[src/rtl/rom_bank_pkg.sv]
package rom_bank_pkg;
  localparam int BANK_W = 2;

  typedef enum logic [BANK_W-1:0] {
    MODE_PASS = 2'b00,
    MODE_LOW  = 2'b10,
    MODE_HIGH = 2'b11
  } img_mode_t;

  localparam img_mode_t MODE_DEFAULT = MODE_HIGH;

  function automatic img_mode_t decode_sel(input logic [BANK_W-1:0] sel);
    case (sel)
      2'b00:   return MODE_PASS;
      2'b10:   return MODE_LOW;
      2'b11:   return MODE_HIGH;
      default: return MODE_DEFAULT; // reserved code
    endcase
  endfunction
endpackage

[src/rtl/rom_bank_cfg.sv]
module rom_bank_cfg
  import rom_bank_pkg::*;
(
  input  logic              clk_i,
  input  logic              rst_ni,
  input  logic [BANK_W-1:0] img_sel_i,
  output img_mode_t         mode_o,
  output logic              loaded_o
);
  img_mode_t mode_q;
  logic      loaded_q;

  // one-shot capture after reset release
  always_ff @(posedge clk_i or negedge rst_ni) begin
    if (!rst_ni) begin
      mode_q   <= MODE_DEFAULT;
      loaded_q <= 1'b0;
    end else if (!loaded_q) begin
      mode_q   <= decode_sel(img_sel_i);
      loaded_q <= 1'b1;
    end
  end

  assign mode_o   = mode_q;
  assign loaded_o = loaded_q;

  AST_CFG_FROZEN: assert property (@(posedge clk_i) disable iff (!rst_ni)
    loaded_q |=> $stable(mode_q));
endmodule

[src/rtl/rom_bank_mux.sv]
module rom_bank_mux
  import rom_bank_pkg::*;
(
  input  logic              clk_i,
  input  logic              rst_ni,
  input  img_mode_t         mode_i,
  input  logic              loaded_i,
  input  logic              a18_i,
  output logic [BANK_W-1:0] bank_o
);
  always_comb begin
    case (mode_i)
      MODE_PASS: bank_o = {1'b0, a18_i};
      MODE_LOW:  bank_o = 2'b10;
      default:   bank_o = 2'b11;
    endcase
  end

  AST_UPPER_FIXED: assert property (@(posedge clk_i) disable iff (!rst_ni)
    loaded_i |=> $stable(bank_o[1]));
  AST_STATIC_BANK: assert property (@(posedge clk_i) disable iff (!rst_ni)
    (loaded_i && mode_i != MODE_PASS) |=> $stable(bank_o));
endmodule

[src/rtl/rom_bank_wait.sv]
module rom_bank_wait
  import rom_bank_pkg::*;
(
  input  logic      clk_i,
  input  logic      rst_ni,
  input  img_mode_t mode_i,
  input  logic      rom_sel_i,
  output logic      wait_o
);
  assign wait_o = rom_sel_i && (mode_i == MODE_PASS);

  AST_WAIT_ON_ROM: assert property (@(posedge clk_i) disable iff (!rst_ni)
    wait_o |-> rom_sel_i);
endmodule

[src/rtl/rom_bank_sel.sv]
module rom_bank_sel
  import rom_bank_pkg::*;
(
  input  logic              clk_i,
  input  logic              rst_ni,
  input  logic [BANK_W-1:0] img_sel_i,
  input  logic              rom_sel_i,
  input  logic              cpu_a18_i,
  output logic [BANK_W-1:0] bank_o,
  output logic              rom_wait_o
);
  img_mode_t mode;
  logic      loaded;

  rom_bank_cfg u_cfg (
    .clk_i    (clk_i),
    .rst_ni   (rst_ni),
    .img_sel_i(img_sel_i),
    .mode_o   (mode),
    .loaded_o (loaded)
  );

  rom_bank_mux u_mux (
    .clk_i   (clk_i),
    .rst_ni  (rst_ni),
    .mode_i  (mode),
    .loaded_i(loaded),
    .a18_i   (cpu_a18_i),
    .bank_o  (bank_o)
  );

  rom_bank_wait u_wait (
    .clk_i    (clk_i),
    .rst_ni   (rst_ni),
    .mode_i   (mode),
    .rom_sel_i(rom_sel_i),
    .wait_o   (rom_wait_o)
  );

  AST_WAIT_LOW_BANK: assert property (@(posedge clk_i) disable iff (!rst_ni)
    rom_wait_o |-> (bank_o[1] == 1'b0));
  AST_BANK_KNOWN: assert property (@(posedge clk_i) disable iff (!rst_ni)
    !$isunknown({bank_o, rom_wait_o}));
endmodule

[config.mk]
export PLATFORM = sky130hd
export DESIGN_NAME = rom_bank_sel
export DESIGN_NICKNAME = d
export VERILOG_FILES = /design/src/rtl/rom_bank_pkg.sv /design/src/rtl/rom_bank_cfg.sv /design/src/rtl/rom_bank_mux.sv /design/src/rtl/rom_bank_wait.sv /design/src/rtl/rom_bank_sel.sv
export SDC_FILE = /design/constraint.sdc
export NUM_CORES = 1
export LEC_CHECK = 0
export BUFFER_PORTS_ARGS = -buffer_cell sky130_fd_sc_hd__buf_2
export CAP_MARGIN = 20
export CORE_AREA = 10 10 47 49
export DETAILED_ROUTE_END_ITERATION = 8
export DIE_AREA = 0 0 57 59
export SYNTH_ARGS = -nofsm -noshare
export SYNTH_HDL_FRONTEND = slang
export SYNTH_SLANG_ARGS = --single-unit
export TNS_END_PERCENT = 50
[constraint.sdc]
create_clock -name clk_i -period 1.1 [get_ports clk_i]
set_input_delay 0.165 -clock clk_i [delete_from_list [all_inputs] [get_ports clk_i]]
set_output_delay 0.165 -clock clk_i [all_outputs]
set_load 0.03 [all_outputs]
# After elaboration in Yosys (flattened, before gate mapping)
# Index checks and enable logic that the tools add are counted.
totals:
  ff_bits: 3
  in_bits: 6
classes:
  n_eq_ne: 2
  mux: 2
  n_reduce_logical: 3
ops:
  columns: ["cell", "count"]
  rows:
  - ["$pmux W2 S2", 2]
  - ["$eq A2 B2 Y1 const B", 2]
  - ["$logic_not A2 Y1", 2]
  - ["$logic_and A1 B1 Y1", 1]

# Depth between registers and ports, before layout
depth:
  ltp_word: 2
  depth_mapped: 2
  ltp_nobuf: 2

# Modules after synthesis
# Synthesis repeated with hierarchy kept, for this count alone.
hier_totals:
  hier_cells: 12
  area_unflattened_um2: 138.9
modules_own_cells:
  columns: ["mod", "instances", "cells_per_inst", "area_each_um2", "seq_area_each_um2"]
  rows:
  - ["rom_bank_cfg", 1, 8, 108.9, 77.6]
  - ["rom_bank_mux", 1, 3, 17.5, 0.0]
  - ["rom_bank_wait", 1, 1, 12.5, 0.0]

# Least setup slack after synthesis
# Ideal clock, no wire load.
synth_path:
  kind: "register to output"
  startpoint: "reg u_cfg.mode_q[0], in the netlist u_cfg.mode_o[0]"
  endpoint: "out rom_wait_o"
  arrival_time_ps: 926
  required_ps: 935
  slack_ps: 9
  path_stages_with_launch: 3
  path_cell_list: "dfstp_2 -> or2_4 -> nor2_2"
synth_between:
  elab_chain_cells: 2
synth_lines:
  columns: ["item", "line", "rtl"]
  rows:
  - ["start, declared", "rom_bank_cfg.sv:10", "img_mode_t mode_q;"]
  - ["start signal, assigned", "rom_bank_cfg.sv:19", "mode_q <= decode_sel(img_sel_i);"]
  - ["$logic_not A2 Y1", "rom_bank_wait.sv:10", "assign wait_o = rom_sel_i && (mode_i == MODE_PASS);"]
  - ["$logic_and A1 B1 Y1", "rom_bank_wait.sv:10", null]
  - ["end, declared", "rom_bank_sel.sv:10", "output logic rom_wait_o"]
# Every way passes these cells.

# Worst setup path after layout
layout_path:
  startpoint: "reg u_cfg.mode_q[1], in the netlist u_cfg.mode_o[1]"
  endpoint: "out bank_o[0]"
layout_between:
  elab_chain_cells: 2
  word_cells_on_any_way: 3
layout_lines:
  columns: ["item", "line", "rtl"]
  rows:
  - ["$eq A2 B2 Y1 or $logic_not A2 Y1 (tied branches)", "rom_bank_mux.sv:12", "case (mode_i)"]
  - ["$pmux W2 S2 *", "rom_bank_mux.sv:12", null]
  - ["end, declared", "rom_bank_sel.sv:9", "output logic [BANK_W-1:0] bank_o,"]
# Every way passes the cells marked *; elsewhere a longest branch is shown, timed or not.

==> impl_metrics.ini <==
[floorplan]
num_io_pins = 9
fp-row-count = 14
initial_utilization_pct = 9.55
core_area_um2 = 1400
die_area_um2 = 3360
fp.dieH_um = 59
die_w_um = 57

[power_and_ir_drop]
ir_drop_v = 0.000381
cellPowerDensity_nw_per_um2 = 1550
cellLeakagePower_nw = 0.121

[cells_and_area]
syn2layout_area_growth_pct = 89.7
fin_cells = 41
final_nets = 32
drive_gt1_share_pct = 72.0
num_antenna_cells = 0
design_area_um2 = 254

[detailed_routing]
drc = 0
wl_um = 339
first_iter_violations = 0
antenna_left = 0
vias = 133
wl_per_cell_um = 8.27
drt-pass1-iter-count = 1
via_per_inst = 3.24

[global_route]
antenna_found_initial = 0
overflow = 0
grt.total_usage_pct = 2.51
grt_pass1_wl_um = 531
grt_max_degree = 4
grt_pass1_vias = 126

[synth]
ys_types = 10
netlist_instances = 12
ys_seq_area_share_pct = 57.9
yosys_warnings = 0
ys_ff_latch = 3
synth_area_um2 = 134
syn_nets = 18
avgSynthCellArea_um2 = 11.2

[sta]
timing.hold.ws_ns = 0.189
skew_ns = 0.00329
period_share_pct = 115
fmax_ghz = 0.788
maxSlewViolCount = 0
setup_viol = 3
finalHoldViolations = 0
setup-tns-final_ns = -0.383
fin_crit_ns = 1.27
rsz0062_at_grt = yes
fin_ws_ns = -0.169

[setup_path]
cp_max_fo = 2
cp_slowest_cell = dfstp_2
cp-end-kind = output pin
cp.arrival_ns = 1.10
slowest_delay_ns = 0.53
required_ns = 0.94
path_cells = inv_2, a21o_2, buf_6
cp-start-kind = flip-flop
crit_type = flip-flop to output pin
crit_buf_inv = 2
crit_family = flip-flops

[outcome]
violations = setup timing
status = complete, but fails checks

[placed_design]
post_dp_cell_area_um2 = 194
dpl_worst_slack_ns = 0.0418
dp.cells = 36
dp_hpwl_um = 275
port_buffers = 8
gp_congestion = 0.681

[clock_network]
cts_tree = built
clkTransAtPathRegs_ns = 0.04
htree_levels = 1
cts.sinks = 3
clk_latency_ns = 0.23
clock-root-buffer = clkbuf_4
numCtsBuffers = 3
clockBufferDepth = 2

[hold_path]
hp-class = input port to flip-flop

[run]
maxCapViolations = 0
## cells in the mapped netlist
cell type | instances | area (µm²)
conb_1 | 1 | 3.75
a21oi_1 | 1 | 5.00
dfstp_2 | 2 | 52.6
a21o_2 | 1 | 8.76
dfrtp_1 | 1 | 25.0
inv_1 | 2 | 7.51
mux2_2 | 1 | 11.3
nor3_1 | 1 | 5.00
or2_4 | 1 | 8.76
nor2_2 | 1 | 6.26
## layout by cell type (no fill, tap or decap), drive strengths merged
cell type / count
a21o: 1
a21oi: 1
buf: 8
clkbuf: 4
conb: 1
dfrtp: 1
dfstp: 2
dlygate4sd3: 1
inv: 2
mux2: 1
nor2: 1
nor3: 1
or2: 1
## registers in the layout, indices dropped and copies added, names as in the netlist
register	flops
u_cfg.loaded_o	1
u_cfg.mode_o	2
## logic make-up (layout without fill, tap and decap cells)
| kind of cell | count (synthesis) | after routing | share of synthesized area (%) |
|---|---|---|---|
| compound gates | 2 | 2 | 10.3 |
| other cells | 1 | 1 | 2.80 |
| flops | 3 | 3 | 57.9 |
| simple gates | 3 | 3 | 15.0 |
| buf+inv | 2 | 15 | 5.61 |
| mux | 1 | 1 | 8.41 |
## routing by layer
layer  wire (µm)  vias to the layer above  track usage [%]
met2         101                       11             1.86
li1            -                       64                -
met1         158                       58             2.16
met3          79                        0             4.08
met5           0                        -                0
met4           0                        0             3.02
## worst paths after layout
| check | from | end | slack (ns) | cells after the start |
|---|---|---|---|---|
| min in group asynchronous | rst_ni | u_cfg.loaded_o | 0.25 | 2 |
| setup reg to reg | u_cfg.loaded_o | u_cfg.mode_o[0] | 0.32 | 1 |
| hold / removal | img_sel_i[0] | u_cfg.mode_o[0] | 0.19 | 2 |
| hold reg to reg | u_cfg.loaded_o | u_cfg.mode_o[1] | 0.46 | 1 |
| setup / recovery | u_cfg.mode_o[1] | bank_o[0] | -0.17 | 3 |
| max in group asynchronous | rst_ni | u_cfg.mode_o[1] | 0.65 | 2 |
## area by class of cell
| cell class | count | area, µm² |
|---|---|---|
| Fill cell | 157 | 1150 |
| Sequential cell | 3 | 77.6 |
| Timing Repair Buffer | 9 | 68.8 |
| Multi-Input combinational cell | 7 | 53.8 |
| Clock buffer | 4 | 26.3 |
| Tap cell | 16 | 20.0 |
| Inverter | 2 | 7.51 |
## timing repair
action                                 CTS  global route
setup endpoints to repair                3             3
resized for setup                        7             1
hold buffers                             1             0
buffers inserted                         0             0
endpoints found under the hold margin    3             0
## per-stage QoR
| step | util (%) | total power (W) |
|---|---|---|
| 2_1_floorplan | - | 0.000165 |
| 3_3_place_gp | 13.8 | 0.000185 |
| 3_5_place_dp | 13.8 | 0.000186 |
| 4_1_cts | 17.8 | 0.000408 |
| 5_1_grt | 18.1 | 0.000425 |
| 6_report | 18.1 | 0.000394 |
## power breakdown
group	total [W]	internal [W]	switching [W]
registers	0.000130	0.000124	0.00000583
clock network	0.000195	0.000136	0.0000586
logic	0.0000696	0.0000357	0.0000339
total	0.000394	0.000296	0.0000983
Note: power is estimated with default switching activity, not from simulation.
